==> src/rtl/rstc_pkg.sv <==
// Package: shared cause codes and enable bit positions for the reset combiner.
// Assumes: cause codes double as priority ranks (higher code wins).
package rstc_pkg;
    localparam int N_SRC   = 8;
    localparam int N_MASK  = 5;
    localparam int CFG_W   = N_MASK + 1;
    localparam int CAUSE_W = $clog2(N_SRC);

    typedef enum logic [CAUSE_W-1:0] {
        CZ_CNV    = 3'd0,
        CZ_SWR    = 3'd1,
        CZ_CMP    = 3'd2,
        CZ_MCLK   = 3'd3,
        CZ_WDT    = 3'd4,
        CZ_PIN    = 3'd5,
        CZ_SUPPLY = 3'd6,
        CZ_POR    = 3'd7
    } cause_e;

    localparam int EN_WDT  = 0;
    localparam int EN_MCLK = 1;
    localparam int EN_CMP  = 2;
    localparam int EN_SWR  = 3;
    localparam int EN_CNV  = 4;
    localparam int LOCK_BIT = 5;
endpackage

==> src/rtl/rstc_sync.sv <==
// Module: multi-flop synchronizer for an asynchronous level input.
// Assumes: STAGES >= 2; RST_VAL is the inactive level of the input.
module rstc_sync #(
    parameter int   STAGES  = 2,
    parameter logic RST_VAL = 1'b0
) (
    input  logic clk,
    input  logic rst_n,
    input  logic d,
    output logic q
);
    logic [STAGES-1:0] shreg;

    // Shift the input through the flop chain.
    always_ff @(posedge clk) begin
        if (!rst_n) shreg <= {STAGES{RST_VAL}};
        else        shreg <= {shreg[STAGES-2:0], d};
    end

    assign q = shreg[STAGES-1];
endmodule

==> src/rtl/rstc_hold.sv <==
// Module: reset stretcher. Reloads while any request is present, counts
// down afterwards; reset is active while a request exists or count != 0.
// Assumes: HOLD_CYCLES >= 1; the power-on reset reloads the counter.
module rstc_hold #(
    parameter int HOLD_CYCLES = 1024
) (
    input  logic clk,
    input  logic por_n,
    input  logic req_any,
    output logic active
);
    localparam int CW = $clog2(HOLD_CYCLES + 1);
    localparam logic [CW-1:0] LOAD = CW'(HOLD_CYCLES);

    logic [CW-1:0] cnt;

    // Reload on request, otherwise count down to zero.
    always_ff @(posedge clk) begin
        if (!por_n)               cnt <= LOAD;
        else if (req_any)         cnt <= LOAD;
        else if (cnt != '0)       cnt <= cnt - 1'b1;
    end

    assign active = req_any || (cnt != '0);
endmodule

==> src/rtl/rstc_cause.sv <==
// Module: cause recorder. Tracks the highest-ranked request seen during
// one reset episode and publishes it when the reset is released.
// Assumes: req index equals cause code; power-on reset implies code 7.
module rstc_cause
    import rstc_pkg::*;
(
    input  logic             clk,
    input  logic             por_n,
    input  logic [N_SRC-1:0] req,
    input  logic             active,
    output cause_e           cause
);
    cause_e cur;
    cause_e pend;
    logic   active_q;

    // Priority encode: highest set request index wins.
    always_comb begin
        cur = CZ_CNV;
        for (int i = 0; i < N_SRC; i++) begin
            if (req[i]) cur = cause_e'(3'(i));
        end
    end

    // Track the episode's top cause and publish it on release.
    always_ff @(posedge clk) begin
        if (!por_n) begin
            pend     <= CZ_POR;
            cause    <= CZ_POR;
            active_q <= 1'b1;
        end else begin
            active_q <= active;
            if (|req && (!active_q || cur > pend)) pend <= cur;
            if (active_q && !active)              cause <= pend;
        end
    end
endmodule

==> src/rtl/reset_funnel.sv <==
// Module: top of the reset combiner. Gathers requests, applies software
// enables, stretches the reset, drives the reset pin, forces the clock
// select to internal and records the reset cause.
// Assumes: wdt_expire, cmp_low, cnv_rst, sw_rst, vdd_ok and mon_en are
// synchronous to clk; rst_pin_n and clk_missing are asynchronous.
module reset_funnel
    import rstc_pkg::*;
#(
    parameter int HOLD_CYCLES = 1024,
    parameter int SYNC_STAGES = 2,
    parameter int BLANK_CYCLES = 3
) (
    input  logic               clk,
    input  logic               por_n,
    input  logic               mon_en,
    input  logic               vdd_ok,
    input  logic               wdt_expire,
    input  logic               clk_missing,
    input  logic               cmp_low,
    input  logic               cnv_rst,
    input  logic               rst_pin_n,
    input  logic               sw_rst,
    input  logic               cfg_we,
    input  logic [CFG_W-1:0]   cfg_wdata,
    input  logic               clksel_we,
    input  logic               clksel_wdata,
    output logic               sys_rst_n,
    output logic               rst_pin_drive,
    output logic               clk_sel,
    output logic [CFG_W-1:0]   en_rd,
    output logic [CAUSE_W-1:0] cause
);
    localparam int BW = $clog2(BLANK_CYCLES + 1);
    localparam logic [BW-1:0] BLANK_LOAD = BW'(BLANK_CYCLES);

    logic              pin_s, mclk_s;
    logic [N_MASK-1:0] en;
    logic              wdt_lock;
    logic [N_SRC-1:0]  req;
    logic              int_any, active, drive_q;
    logic [BW-1:0]     blank;
    cause_e            cause_q;

    rstc_sync #(.STAGES(SYNC_STAGES), .RST_VAL(1'b1)) u_pin_sync (
        .clk(clk), .rst_n(por_n), .d(rst_pin_n), .q(pin_s));

    rstc_sync #(.STAGES(SYNC_STAGES), .RST_VAL(1'b0)) u_mclk_sync (
        .clk(clk), .rst_n(por_n), .d(clk_missing), .q(mclk_s));

    // Gather the gated requests, indexed by cause code.
    always_comb begin
        req            = '0;
        req[CZ_POR]    = !por_n;
        req[CZ_SUPPLY] = mon_en && !vdd_ok;
        req[CZ_PIN]    = !pin_s && !drive_q && (blank == '0);
        req[CZ_WDT]    = wdt_expire && (en[EN_WDT] || wdt_lock);
        req[CZ_MCLK]   = mclk_s && en[EN_MCLK];
        req[CZ_CMP]    = cmp_low && en[EN_CMP];
        req[CZ_SWR]    = sw_rst && en[EN_SWR];
        req[CZ_CNV]    = cnv_rst && en[EN_CNV];
        int_any        = |(req & ~(N_SRC'(1) << CZ_PIN));
    end

    rstc_hold #(.HOLD_CYCLES(HOLD_CYCLES)) u_hold (
        .clk(clk), .por_n(por_n), .req_any(|req), .active(active));

    rstc_cause u_cause (
        .clk(clk), .por_n(por_n), .req(req), .active(active), .cause(cause_q));

    // Software enables: cleared by any reset, written otherwise.
    always_ff @(posedge clk) begin
        if (!por_n || active) en <= '0;
        else if (cfg_we)      en <= cfg_wdata[N_MASK-1:0];
    end

    // Watchdog lock: set by software, cleared only by power-on.
    always_ff @(posedge clk) begin
        if (!por_n)                                   wdt_lock <= 1'b0;
        else if (cfg_we && cfg_wdata[LOCK_BIT] && !active) wdt_lock <= 1'b1;
    end

    // Pin drive flag: set by internal requests, dropped on release.
    always_ff @(posedge clk) begin
        if (!por_n)       drive_q <= 1'b1;
        else if (int_any) drive_q <= 1'b1;
        else if (!active) drive_q <= 1'b0;
    end

    // Blank the pin input while our own drive echoes through the synchronizer.
    always_ff @(posedge clk) begin
        if (!por_n)           blank <= BLANK_LOAD;
        else if (drive_q)     blank <= BLANK_LOAD;
        else if (blank != '0) blank <= blank - 1'b1;
    end

    // Clock select: internal during reset, software choice otherwise.
    always_ff @(posedge clk) begin
        if (!por_n || active) clk_sel <= 1'b0;
        else if (clksel_we)   clk_sel <= clksel_wdata;
    end

    assign sys_rst_n     = !active;
    assign rst_pin_drive = active && (drive_q || int_any);
    assign en_rd         = {wdt_lock, en[N_MASK-1:1], en[EN_WDT] | wdt_lock};
    assign cause         = cause_q;
endmodule

==> config.mk <==
export PLATFORM = sky130hd
export DESIGN_NAME = reset_funnel
export DESIGN_NICKNAME = d
export VERILOG_FILES = /design/src/rtl/rstc_pkg.sv /design/src/rtl/rstc_sync.sv /design/src/rtl/rstc_hold.sv /design/src/rtl/rstc_cause.sv /design/src/rtl/reset_funnel.sv
export SDC_FILE = /design/constraint.sdc
export NUM_CORES = 1
export LEC_CHECK = 0
export BUFFER_PORTS_ARGS = -buffer_cell sky130_fd_sc_hd__buf_2
export CORE_MARGIN = 2
export CORE_UTILIZATION = 57
export CTS_CLUSTER_SIZE = 20
export DETAILED_ROUTE_END_ITERATION = 12
export GPL_ROUTABILITY_DRIVEN = 0
export PLACE_DENSITY_LB_ADDON = 0.1
export SYNTH_ARGS = -nofsm -noshare
export SYNTH_HDL_FRONTEND = slang
export SYNTH_SLANG_ARGS = --single-unit
==> constraint.sdc <==
create_clock -name clk -period 7.2 [get_ports clk]
set_input_delay 1.44 -clock clk [delete_from_list [all_inputs] [get_ports clk]]
set_output_delay 1.44 -clock clk [all_outputs]
set_load 0.03 [all_outputs]
# Yosys cells after proc, flatten, opt, wreduce, memory -nomap -nowiden
# Cells that the tools add are included.
# W data, S select, Z words.
[word_totals] input_bits=19 regBits=32
[classes] n_reduce_logical=32 addsub=2 n_lt_le_gt_ge=1 n_bitwise=2 mux=7
[ops] operator="$reduce_or A8 Y1" count=2
[ops] operator="$logic_and A1 B1 Y1" count=13
[ops] operator="$mux W3" count=4
[ops] operator="$reduce_bool A11 Y1" count=1
[ops] operator="$sub A11 B1 Y11 const B" count=1
[ops] operator="$reduce_or A9 Y1" count=1
[ops] operator="$reduce_or A7 Y1" count=1
[ops] operator="$logic_not A1 Y1" count=6
[ops] operator="$logic_or A1 B1 Y1" count=5
[ops] operator="$mux W2" count=2
[ops] operator="$gt A3 B3 Y1" count=1
[ops] operator="$logic_not A2 Y1" count=1
[ops] operator="$reduce_bool A2 Y1" count=1
[ops] operator="$reduce_or A2 Y1" count=1
[ops] operator="$sub A2 B1 Y2 const B" count=1
[ops] operator="$mux W1" count=1
[ops] operator="$not A1 Y1" count=1
[ops] operator="$or A1 B1 Y1" count=1

# Logic depth before layout (Yosys ltp)
[depth] depth_word=11 ltp_mapped=11

# Modules after synthesis
# A second synthesis with hierarchy kept.
[unflattened] hier_cells=178 hier_area_um2=1684.1
[modules_own_cells] module="rstc_hold" n_inst=1 cells_per_inst=66 area_each_um2=626.9 seq_area_each_um2=220.2
[modules_own_cells] module="reset_funnel" n_inst=1 cells_per_inst=57 area_each_um2=510.5 seq_area_each_um2=200.2
[modules_own_cells] module="rstc_cause" n_inst=1 cells_per_inst=47 area_each_um2=441.7 seq_area_each_um2=140.1
[modules_own_cells] module="rstc_sync" n_inst=2 cells_per_inst=4 area_each_um2=52.6 seq_area_each_um2=40.0

# Worst setup path after synthesis
# No wires, ideal clock.
[synth_path] kind="input to output" startpoint="input cmp_low" endpoint="output sys_rst_n" arrival_time_ps=2615 t_required_ps=5760 stages=5 path_buffers=1 slack_ps=3145 path_cell_list="a22o_1 > a221oi_1 > nand3_2 > buf_4 > inv_2"
[synth_via] elab_chain_len=4
[synth_rtl] item="start: declaration" line="reset_funnel.sv:19" rtl="input logic cmp_low,"
[synth_rtl] item="$logic_and A1 B1 Y1" line="reset_funnel.sv:58" rtl="req[CZ_CMP] = cmp_low && en[EN_CMP];"
[synth_rtl] item="$reduce_or A8 Y1" line="reset_funnel.sv:65" rtl=".clk(clk), .por_n(por_n), .req_any(|req), .active(active));"
[synth_rtl] item="$logic_or A1 B1 Y1" line="rstc_hold.sv:24" rtl="assign active = req_any || (cnt != '0);"
[synth_rtl] item="$logic_not A1 Y1" line="reset_funnel.sv:102" rtl="assign sys_rst_n = !active;"
[synth_rtl] item="end: declaration" line="reset_funnel.sv:27" rtl="output logic sys_rst_n,"
# Every way passes these cells.

# Final worst setup path
# Ends and elaborated chain as after synthesis.

==> impl_metrics.csv <==
group,metric,value,unit
power,power.density,257,nW/um^2
die,start_util,60.8,%
final_layout,drive_gt1_share,24.1,%
final_layout,area_growth,12.1,%
outcome,status,"finished clean",
die,coreArea,2520,um^2
die,ios,31,
timing,slew_headroom,54.3,%
logic_synthesis,synth.distinct_cells,47,
timing,setup_ws,2760,ps
timing,finalSetupViolCount,0,
power,leakagePower,0.793,nW
worst_setup_path,critical_path_arrival,3000,ps
power,peakVddDrop,0.192,mV
detailed_routing,drc_errors,0,
logic_synthesis,synth.avg_cell_area,9.41,um^2
worst_setup_path,regToRegSetupSlack,4500,ps
logic_synthesis,yosysTopAreaCellShare,41.8,%
timing,period_minus_slack,4440,ps
clocking,post_cts_buffers,0,
die,num_rows,18,
worst_setup_path,worst_setup_path_start_kind,"input port",
place,port_buffers,30,
clocking,cts_root_buf,"clkbuf_4",
detailed_routing,vias,1264,
final_layout,multi_input_area,795,um^2
logic_synthesis,ys_ff_latch,32,
timing,clock_skew,5.35,ps
global_routing,grt_antenna_before_repair,0,
timing,rsz0062_at_grt,"no",
timing,min_period_over_period,61.6,%
clocking,ctsResizeCount,0,
final_layout,antenna_cells,0,
run,drv_cap,0,
logic_synthesis,synthArstFlopShare,0,%
detailed_routing,first_pass_iters,6,
logic_synthesis,syn_inst,163,
detailed_routing,drt-initial-drc-count,36,
clocking,cts_hold_buf,0,
clocking,clockBufferDepth,2,
min_path,worstHoldEndpoint,"u_pin_sync.shreg[1]",
worst_setup_path,rr_worst_depth,10,
logic_synthesis,yosysWarnings,0,
logic_synthesis,synthFlopType,"dfxtp_1",
worst_setup_path,worst-path-max-fanout,12,
clocking,insertion_delay,330,ps
logic_synthesis,synth-edff-count,0,
min_path,whs_path_depth,1,
worst_setup_path,rr_endpoint,"u_cause.pend[1]",
global_routing,grt_pass1_wl,5400,um
detailed_routing,ant_nets,0,
timing,fmax,225,MHz
place,dpl.hpwl,2320,um
logic_synthesis,syn-num-nets,187,
logic_synthesis,synth.area.top_cells,"dfxtp_1 42%, mux2i_1 5.2%, ha_1 4.1%",
timing,tightest_slew,686,ps
timing,fin_setup_tns,0,ps
place,post-place-ws,2730,ps
final_layout,final_common_cell,"dfxtp_1",
logic_synthesis,yosysTopAreaCell,"dfxtp_1",
die,die_x,55.9,um
global_routing,overflow,0,
worst_setup_path,reg2reg_from,"blank[1]",
global_routing,grt_pass1_vias,1304,
worst_setup_path,cp-end-kind,"output port",
worst_setup_path,path_class,"input port to output port",
min_path,min_from,"u_pin_sync.shreg[0]",
global_routing,track_usage,21.8,%
die,die_area,3120,um^2
final_layout,nFillCells,210,
worst_setup_path,required,5760,ps
clocking,cts_tree,"built",
min_path,min_path_type,"register to register",
timing,hold_viol,0,
timing,drv_slew,0,
detailed_routing,routed_wl,3090,um
detailed_routing,vias_per_cell,5.72,
die,fp.dieH,55.9,um
final_layout,regArea,641,um^2
global_routing,grt_max_degree,17,
clocking,htree_levels,2,
clocking,clock_sinks,32,
logic_synthesis,syn_area,1530,um^2
detailed_routing,wl_per_cell,14.0,um
clocking,path_clk_slew,100,ps
logic_synthesis,yosysSeqAreaShare,41.8,%
final_layout,final_cell_mix,"32 x dfxtp_1, 30 x buf_2, 13 x nand2_1",
clocking,cts_made_buffers,5,
final_layout,fin_nets,214,
[how the worst max path moves through the flow]
| stage | start | endpoint | slack (ps) |
|---|---|---|---|
| 2_1_floorplan | cmp_low | sys_rst_n | 3140 |
| 3_3_place_gp | cmp_low | sys_rst_n | 2770 |
| 3_5_place_dp | cmp_low | sys_rst_n | 2730 |
| 4_1_cts | cmp_low | sys_rst_n | 2750 |
| 5_1_grt | cmp_low | sys_rst_n | 2580 |
| 6_report | cmp_low | sys_rst_n | 2760 |
[cells in the mapped netlist, types with 2 or more instances]
cell and instances:
o211ai_1 2, a211o_1 2, nand2_1 13, o41ai_2 3
a31oi_1 2, mux2i_1 8, nand2b_1 3, nor2b_1 4
dfxtp_1 32, buf_4 6, o31ai_1 2, clkbuf_1 2
a21oi_1 5, or3_1 4, inv_2 2, and2_1 2
nor2_1 11, nor3_1 4, ha_1 5, o311ai_1 2
or4_1 4, nand3_1 8, xor2_1 4, inv_1 8
o21ai_1 3
[sequential cells by signal, summed over array words and instances, names as in the netlist]
signal / cells
u_pin_sync.shreg: 2
en: 5
u_cause.active_q: 1
u_hold.cnt: 11
u_mclk_sync.shreg: 2
u_cause.pend: 3
u_cause.cause: 3
blank: 2
drive_q: 1
clk_sel: 1
wdt_lock: 1
[stage by stage]
stage	utilization, %	cells	power (mW)	cell area, um^2	hold slack (ps)
after floorplan	-	163	0.311	1530	386
after global placement	65.8	213	0.332	1660	398
after detailed placement	65.8	213	0.338	1660	411
after CTS	68.2	221	0.444	1720	428
after global routing	68.2	221	0.471	1720	458
final	68.2	221	0.442	1720	424
[final cells by class]
cell class                      count  share of cell area [%]
Tap cell                           30                    2.18
Multi-Input combinational cell    111                    46.2
Sequential cell                    32                    37.3
Timing Repair Buffer               30                    8.73
Clock buffer                        8                    3.42
Inverter                           10                    2.18
[power by group]
part           internal (mW)  switching (mW)  total (mW)
Clock                 0.0482          0.0582       0.106
Sequential             0.197          0.0210       0.218
Combinational         0.0518          0.0653       0.117
[per-layer routing]
| layer | global-route usage, % | up-vias | share of wire, % | routed length, um |
|---|---|---|---|---|
| met2 | 39.8 | 21 | 52 | 1620 |
| met4 | 9.86 | 0 | 1.2 | 37 |
| met5 | 0 | - | 0 | 0 |
| li1 | - | 643 | - | - |
| met3 | 5.12 | 5 | 3.3 | 103 |
| met1 | 23.8 | 595 | 43 | 1330 |
[critical path, cell delays in order]
cell and delay (ps):
buf_2 100, a22o_1 200, a221oi_1 560, nand3_2 400
inv_2 100, buf_2 190
[kinds of logic (layout without fill, tap and decap cells)]
logic type | Yosys count | after routing | share of synthesized area [%]
simple gates | 61 | 61 | 22.4
buf+inv | 20 | 48 | 6.44
flops | 32 | 32 | 41.8
compound gates | 30 | 30 | 15.7
mux | 10 | 10 | 6.69
xor+xnor | 5 | 5 | 2.85
fa+ha+maj | 5 | 5 | 4.08
Note: power is estimated with default switching activity, not from simulation.
